<file path="config.mk">
export PLATFORM = sky130hd
export DESIGN_NAME = nor_op_seq
export DESIGN_NICKNAME = d
export VERILOG_FILES = /design/src/rtl/nor_seq_pkg.sv /design/src/rtl/nor_bus_cycle.sv /design/src/rtl/nor_poll_track.sv /design/src/rtl/nor_op_seq.sv
export SDC_FILE = /design/constraint.sdc
export NUM_CORES = 1
export LEC_CHECK = 0
export BUFFER_PORTS_ARGS = -buffer_cell sky130_fd_sc_hd__buf_4
export CAP_MARGIN = 0
export CORE_MARGIN = 2
export CORE_UTILIZATION = 55
export DETAILED_ROUTE_END_ITERATION = 16
export HOLD_SLACK_MARGIN = 0.15
export PLACE_DENSITY = 0.78
export SLEW_MARGIN = 10
export SYNTH_ARGS = -nofsm -noshare
export SYNTH_HDL_FRONTEND = slang
export SYNTH_SLANG_ARGS = --single-unit
export TNS_END_PERCENT = 20
</file>
<file path="constraint.sdc">
create_clock -name clk_i -period 2.9 [get_ports clk_i]
set_input_delay 0.87 -clock clk_i [delete_from_list [all_inputs] [get_ports clk_i]]
set_output_delay 0.87 -clock clk_i [all_outputs]
set_load 0.005 [all_outputs]
</file>
<file path="src/rtl/nor_seq_pkg.sv">
package nor_seq_pkg;
  typedef enum logic [2:0] {S_IDLE, S_CMD, S_POLL, S_SETTLE, S_ABORT} seq_st_e;
  typedef enum logic [1:0] {B_IDLE, B_SETUP, B_ACT, B_HOLD} bus_st_e;

  localparam logic [15:0] ADR_U1 = 16'h5555;
  localparam logic [15:0] ADR_U2 = 16'h2AAA;
  localparam logic [7:0] CODE_AA  = 8'hAA;
  localparam logic [7:0] CODE_55  = 8'h55;
  localparam logic [7:0] CODE_PGM = 8'hA0;
  localparam logic [7:0] CODE_ERS = 8'h80;
  localparam logic [7:0] CODE_SEC = 8'h30;
  localparam logic [7:0] CODE_RST = 8'hF0;

  function automatic logic [2:0] last_step(input logic erase);
    return erase ? 3'd5 : 3'd3;
  endfunction
endpackage

</file>
<file path="src/rtl/nor_bus_cycle.sv">
module nor_bus_cycle #(
  parameter int AW        = 20,
  parameter int DW        = 16,
  parameter int SETUP_CYC = 1,
  parameter int PULSE_CYC = 3,
  parameter int HOLD_CYC  = 1,
  parameter int RD_CYC    = 3
) (
  input  logic          clk_i,
  input  logic          rst_ni,
  input  logic          start_i,
  input  logic          rd_i,
  input  logic [AW-1:0] addr_i,
  input  logic [DW-1:0] wdata_i,
  output logic          idle_o,
  output logic          done_o,
  output logic [DW-1:0] rdata_o,
  output logic [AW-1:0] addr_o,
  output logic [DW-1:0] dq_o,
  output logic          dq_oe_o,
  input  logic [DW-1:0] dq_i,
  output logic          oe_no,
  output logic          we_no
);
  import nor_seq_pkg::*;

  localparam int MAXC = (PULSE_CYC > RD_CYC ? PULSE_CYC : RD_CYC) +
                        SETUP_CYC + HOLD_CYC;
  localparam int CW   = $clog2(MAXC + 1);

  bus_st_e       st_q;
  logic [CW-1:0] cnt_q;
  logic          rd_q;
  logic [AW-1:0] addr_q;
  logic [DW-1:0] wdata_q;

  always_ff @(posedge clk_i or negedge rst_ni) begin
    if (!rst_ni) begin
      st_q    <= B_IDLE;
      cnt_q   <= '0;
      rd_q    <= 1'b0;
      addr_q  <= '0;
      wdata_q <= '0;
      rdata_o <= '0;
    end else begin
      unique case (st_q)
        B_IDLE: if (start_i) begin
          rd_q    <= rd_i;
          addr_q  <= addr_i;
          wdata_q <= wdata_i;
          cnt_q   <= CW'(SETUP_CYC - 1);
          st_q    <= B_SETUP;
        end
        B_SETUP: if (cnt_q == '0) begin
          cnt_q <= rd_q ? CW'(RD_CYC - 1) : CW'(PULSE_CYC - 1);
          st_q  <= B_ACT;
        end else cnt_q <= cnt_q - 1'b1;
        B_ACT: if (cnt_q == '0) begin
          if (rd_q) rdata_o <= dq_i;
          cnt_q <= CW'(HOLD_CYC - 1);
          st_q  <= B_HOLD;
        end else cnt_q <= cnt_q - 1'b1;
        B_HOLD: if (cnt_q == '0) st_q <= B_IDLE;
                else cnt_q <= cnt_q - 1'b1;
        default: st_q <= B_IDLE;
      endcase
    end
  end

  assign idle_o  = (st_q == B_IDLE);
  assign done_o  = (st_q == B_HOLD) && (cnt_q == '0);
  assign addr_o  = addr_q;
  assign dq_o    = wdata_q;
  assign dq_oe_o = (st_q != B_IDLE) && !rd_q;
  assign we_no   = !((st_q == B_ACT) && !rd_q);
  assign oe_no   = !((st_q == B_ACT) && rd_q);
endmodule

</file>
<file path="src/rtl/nor_poll_track.sv">
module nor_poll_track #(
  parameter int POLL_MAX = 64
) (
  input  logic clk_i,
  input  logic rst_ni,
  input  logic clear_i,
  input  logic rd_valid_i,
  input  logic dq7_i,
  input  logic dq6_i,
  input  logic erase_i,
  input  logic exp7_i,
  output logic complete_o,
  output logic limit_o
);
  localparam int NW = $clog2(POLL_MAX + 1);

  logic          prev6_q, have_q;
  logic [NW-1:0] n_q;
  logic          dq7_ok;

  always_ff @(posedge clk_i or negedge rst_ni) begin
    if (!rst_ni) begin
      prev6_q <= 1'b0;
      have_q  <= 1'b0;
      n_q     <= '0;
    end else if (clear_i) begin
      have_q <= 1'b0;
      n_q    <= '0;
    end else if (rd_valid_i) begin
      prev6_q <= dq6_i;
      have_q  <= 1'b1;
      n_q     <= n_q + 1'b1;
    end
  end

  // erase finishes with bit 7 at 1, program with the true data bit
  assign dq7_ok     = erase_i ? dq7_i : (dq7_i == exp7_i);
  assign complete_o = rd_valid_i && have_q && (dq6_i == prev6_q) && dq7_ok;
  assign limit_o    = rd_valid_i && !complete_o && (n_q == NW'(POLL_MAX - 1));
endmodule

</file>
<file path="src/rtl/nor_op_seq.sv">
module nor_op_seq #(
  parameter int AW         = 20,
  parameter int DW         = 16,
  parameter int SETUP_CYC  = 1,
  parameter int PULSE_CYC  = 3,
  parameter int HOLD_CYC   = 1,
  parameter int RD_CYC     = 3,
  parameter int POLL_MAX   = 64,
  parameter int SETTLE_CYC = 50
) (
  input  logic          clk_i,
  input  logic          rst_ni,
  input  logic          req_valid_i,
  output logic          req_ready_o,
  input  logic          req_erase_i,
  input  logic [AW-1:0] req_addr_i,
  input  logic [DW-1:0] req_data_i,
  output logic          done_o,
  output logic          timeout_o,
  output logic [AW-1:0] fl_addr_o,
  output logic [DW-1:0] fl_dq_o,
  output logic          fl_dq_oe_o,
  input  logic [DW-1:0] fl_dq_i,
  output logic          fl_ce_no,
  output logic          fl_oe_no,
  output logic          fl_we_no
);
  import nor_seq_pkg::*;

  localparam int SW = $clog2(SETTLE_CYC + 1);

  seq_st_e       st_q;
  logic          erase_q, done_q, tmo_q;
  logic [AW-1:0] addr_q;
  logic [DW-1:0] data_q;
  logic [2:0]    step_q;
  logic [SW-1:0] settle_q;

  logic          bus_idle, bus_done, bus_start, bus_rd;
  logic [DW-1:0] bus_rdata, cmd_data;
  logic [AW-1:0] cmd_addr;
  logic          poll_ok, poll_limit;

  always_comb begin
    cmd_addr = AW'(ADR_U1);
    cmd_data = DW'(CODE_AA);
    if (st_q == S_ABORT) begin
      cmd_data = DW'(CODE_RST);
    end else begin
      unique case (step_q)
        3'd0: ;
        3'd1: begin cmd_addr = AW'(ADR_U2); cmd_data = DW'(CODE_55); end
        3'd2: cmd_data = erase_q ? DW'(CODE_ERS) : DW'(CODE_PGM);
        3'd3: if (!erase_q) begin cmd_addr = addr_q; cmd_data = data_q; end
        3'd4: begin cmd_addr = AW'(ADR_U2); cmd_data = DW'(CODE_55); end
        default: begin cmd_addr = addr_q; cmd_data = DW'(CODE_SEC); end
      endcase
    end
  end

  assign bus_rd    = (st_q == S_POLL);
  assign bus_start = bus_idle &&
                     (st_q == S_CMD || st_q == S_POLL || st_q == S_ABORT);

  nor_bus_cycle #(
    .AW(AW), .DW(DW), .SETUP_CYC(SETUP_CYC), .PULSE_CYC(PULSE_CYC),
    .HOLD_CYC(HOLD_CYC), .RD_CYC(RD_CYC)
  ) u_bus (
    .clk_i   (clk_i),
    .rst_ni  (rst_ni),
    .start_i (bus_start),
    .rd_i    (bus_rd),
    .addr_i  (cmd_addr),
    .wdata_i (cmd_data),
    .idle_o  (bus_idle),
    .done_o  (bus_done),
    .rdata_o (bus_rdata),
    .addr_o  (fl_addr_o),
    .dq_o    (fl_dq_o),
    .dq_oe_o (fl_dq_oe_o),
    .dq_i    (fl_dq_i),
    .oe_no   (fl_oe_no),
    .we_no   (fl_we_no)
  );

  nor_poll_track #(.POLL_MAX(POLL_MAX)) u_poll (
    .clk_i      (clk_i),
    .rst_ni     (rst_ni),
    .clear_i    (st_q == S_IDLE),
    .rd_valid_i (bus_done && st_q == S_POLL),
    .dq7_i      (bus_rdata[7]),
    .dq6_i      (bus_rdata[6]),
    .erase_i    (erase_q),
    .exp7_i     (data_q[7]),
    .complete_o (poll_ok),
    .limit_o    (poll_limit)
  );

  always_ff @(posedge clk_i or negedge rst_ni) begin
    if (!rst_ni) begin
      st_q     <= S_IDLE;
      erase_q  <= 1'b0;
      addr_q   <= '0;
      data_q   <= '0;
      step_q   <= '0;
      settle_q <= '0;
      done_q   <= 1'b0;
      tmo_q    <= 1'b0;
    end else begin
      done_q <= 1'b0;
      tmo_q  <= 1'b0;
      unique case (st_q)
        S_IDLE: if (req_valid_i) begin
          erase_q <= req_erase_i;
          addr_q  <= req_addr_i;
          data_q  <= req_data_i;
          step_q  <= '0;
          st_q    <= S_CMD;
        end
        S_CMD: if (bus_done) begin
          if (step_q == last_step(erase_q)) st_q <= S_POLL;
          else step_q <= step_q + 1'b1;
        end
        S_POLL: if (poll_ok) begin
          settle_q <= SW'(SETTLE_CYC);
          st_q     <= S_SETTLE;
        end else if (poll_limit) st_q <= S_ABORT;
        S_SETTLE: if (settle_q == '0) begin
          done_q <= 1'b1;
          st_q   <= S_IDLE;
        end else settle_q <= settle_q - 1'b1;
        S_ABORT: if (bus_done) begin
          done_q <= 1'b1;
          tmo_q  <= 1'b1;
          st_q   <= S_IDLE;
        end
        default: st_q <= S_IDLE;
      endcase
    end
  end

  assign req_ready_o = (st_q == S_IDLE);
  assign fl_ce_no    = (st_q == S_IDLE);
  assign done_o      = done_q;
  assign timeout_o   = tmo_q;
endmodule

</file>
==> impl_metrics.json <==
{
  "status": "completed",
  "netlist_instances": 409,
  "io_buffers": 84,
  "clock-root-buffer": "clkbuf_8",
  "preCtsSetupSlack_ns": 0.6142,
  "setup_slack_ns": 0.4576,
  "die_area_sq_um": 9376,
  "timing.rr.start": "step_q[0]$_DFFE_PN0P_",
  "worst-setup-path-type": "register to output port",
  "maxSlewViolCount": 0,
  "relSlewSlack_pct": 47.20,
  "fin_setup_tns_ns": 0,
  "grt_util_met1_pct": 29.13,
  "synth_top_cell_area_share_pct": 54.91,
  "critPathArrivalTime_ns": 1.57,
  "core-area_sq_um": 8299,
  "path_cells": "or3_4 > inv_2 > buf_4",
  "seqCellArea_sq_um": 2603,
  "crit_path_start_kind": "register",
  "grt_pass1_vias": 3492,
  "cp_num_cells": 3,
  "dp_hpwl_microns": 6882,
  "vias": 3345,
  "slowest_delay_ns": 0.54,
  "grt_start_max_net_pins": 57,
  "overflow": 0,
  "post_cts_resized": 0,
  "crit_path_end": "req_ready_o",
  "num-fill-cells": 622,
  "start_util_pct": 57.11,
  "ys_warn_count": 0,
  "clk_pin_slew_worst_paths_ns": 0.09,
  "hold_viol_final": 0,
  "multi_input_area_sq_um": 1959,
  "period_minus_slack_ns": 2.442,
  "max-vdd-ir-drop_mv": 0.5033,
  "syn-cell-area_sq_um": 4740,
  "n_antenna_cell": 0,
  "final_common_cell": "dfrtp_1",
  "cp-end-kind": "output port",
  "syn_nets": 480,
  "dp.cells": 585,
  "power_density_nw_per_um2": 983.4,
  "final_nets": 562,
  "min_path_type": "register to register",
  "cts_buffer_depth": 2,
  "grtUsageMet2_pct": 34.51,
  "cpMaxStageDelayCell": "dfrtp_1",
  "holdBufCountCts": 0,
  "antenna_found_initial": 0,
  "r2r_slack_ns": 0.63,
  "tightest_slew_ns": 0.7891,
  "cts_buffers": 9,
  "die_height_microns": 96.83,
  "max_freq_mhz": 409.4,
  "wl_microns": 9616,
  "clk_latency_ns": 0.36,
  "pin_count": 99,
  "worst-r2r-cell-count": 6,
  "fin_cells": 601,
  "place.gp.congestion": 0.8872,
  "drive_gt1_share_pct": 32.46,
  "netlist_top_cells_area": "dfrtp_1, mux2_2, ha_1, a22o_1, nand2_1",
  "h-tree-depth": 3,
  "cp-startpoint": "st_q[1]$_DFFE_PN0P_",
  "cp_num_buf_inv": 2,
  "use_met3_pct": 8.020,
  "cpLargestDelayFamily": "flip-flops",
  "async_flop_share_pct": 100.0,
  "place_area_sq_um": 5465,
  "min_path_cells": 1,
  "wl_per_cell_microns": 16.00,
  "yosys_register_bits": 104,
  "dr.pass1.iters": 4,
  "cp_max_fo": 14,
  "grt.total_usage_pct": 21.83,
  "rows": 33,
  "cp.required_ns": 2.03,
  "rsz0062_at_grt": "false",
  "drtAntennaViolNets": 0,
  "cts.sinks": 104,
  "synth-seq-area-share_pct": 54.91,
  "min_period_over_period_pct": 84.22,
  "timing.rr.end": "u_bus.addr_o[1]$_DFFE_PN0P_",
  "drc": 0,
  "synth_top_cell_by_area": "dfrtp_1",
  "layout_common_cells": "dfrtp_1, buf_4, mux2_2",
  "final_area_sq_um": 5648,
  "drt-initial-drc-count": 178,
  "synth-edff-count": 0,
  "grt_busiest_layer": "met2",
  "routed_via_density": 5.566,
  "grt_first_pass_wirelength_microns": 16630,
  "drv_cap": 0,
  "cts_setup_buffers": 0,
  "skew_ns": 0.01068,
  "syn_avg_cell_area_sq_um": 11.59,
  "yosysUniqueCellTypes": 54,
  "syn_to_final_growth_pct": 19.17,
  "synth_flop_cell": "dfrtp_1",
  "setup_violations": 0,
  "cts_tree": "done",
  "power.leakage_uw": 0.002647,
  "die_w_microns": 96.83
}
[state kept, by name (all words and copies together) (netlist names), 3 cells and up]
name          count
data_q           16
u_poll.n_q        7
u_bus.cnt_q       3
u_bus.addr_o     20
u_bus.dq_o       16
step_q            3
addr_q           20
st_q              3
settle_q          6
[area by class of cell]
cell class                      count  area share (%)
Clock buffer                       12           2.570
Tap cell                          105           2.326
Multi-Input combinational cell    268           34.69
Inverter                           17           1.130
Clock inverter                      4          0.6646
Sequential cell                   104           46.08
Timing Repair Buffer               91           12.54
[power by group]
| part | switching [uW] | internal, uW |
|---|---|---|
| sequential | 385 | 2020 |
| clock | 503 | 350 |
| combinational | 1110 | 1190 |
| total | 1990 | 3560 |
[metrics by stage]
step	hold WS, ns	util, %	total power (uW)
after detailed placement	0.4789	65.85	4750
after floorplan	0.4581	-	3986
after global routing	0.5173	68.05	5995
final	0.4934	68.05	5554
after global placement	0.4686	65.85	4630
after CTS	0.4959	68.05	5601
[metal layers]
layer / part of all wire, % / wire [microns] / vias up
li1: - / - / 1601
met1: 45 / 4323 / 1654
met2: 47 / 4527 / 85
met3: 7.1 / 685 / 5
met4: 0.83 / 80 / 0
met5: 0 / 0 / -
[worst register-to-register path: cells and delay by family, from the launching register on]
kind,cells,cell delay (ns)
AO/OA/AOI/OAI,1,0.36
flip-flops,1,0.47
adder cells (fa/ha/maj),2,0.50
AND/OR/NAND/NOR,2,0.67
buffers and inverters,1,0.17
[cell usage after synthesis, types with 9 or more instances]
master	count
a21oi_1	18
a221o_1	9
a22o_1	18
dfrtp_1	104
ha_1	15
inv_1	16
mux2_2	41
nand2_1	39
nor2_1	33
o21ai_0	19
xor2_1	9
[logic make-up after synthesis]
logic type	after synthesis	share of synthesized area, %
compound gates	82	12.75
fa+ha+maj	15	3.960
flops	104	54.91
xor+xnor	10	1.848
mux	45	10.64
simple gates	116	12.12
buf+inv	37	3.775
[worst min path at each step]
stage	startpoint	slack, ns	end
2_1_floorplan	u_poll.n_q[6]$_DFFE_PN0P_	0.46	u_poll.n_q[6]$_DFFE_PN0P_
3_3_place_gp	data_q[14]$_DFFE_PN0P_	0.47	u_bus.dq_o[14]$_DFFE_PN0P_
3_5_place_dp	data_q[9]$_DFFE_PN0P_	0.48	u_bus.dq_o[9]$_DFFE_PN0P_
4_1_cts	addr_q[16]$_DFFE_PN0P_	0.50	u_bus.addr_o[16]$_DFFE_PN0P_
5_1_grt	addr_q[16]$_DFFE_PN0P_	0.52	u_bus.addr_o[16]$_DFFE_PN0P_
6_report	addr_q[16]$_DFFE_PN0P_	0.49	u_bus.addr_o[16]$_DFFE_PN0P_
(Power assumes the default switching activity.)
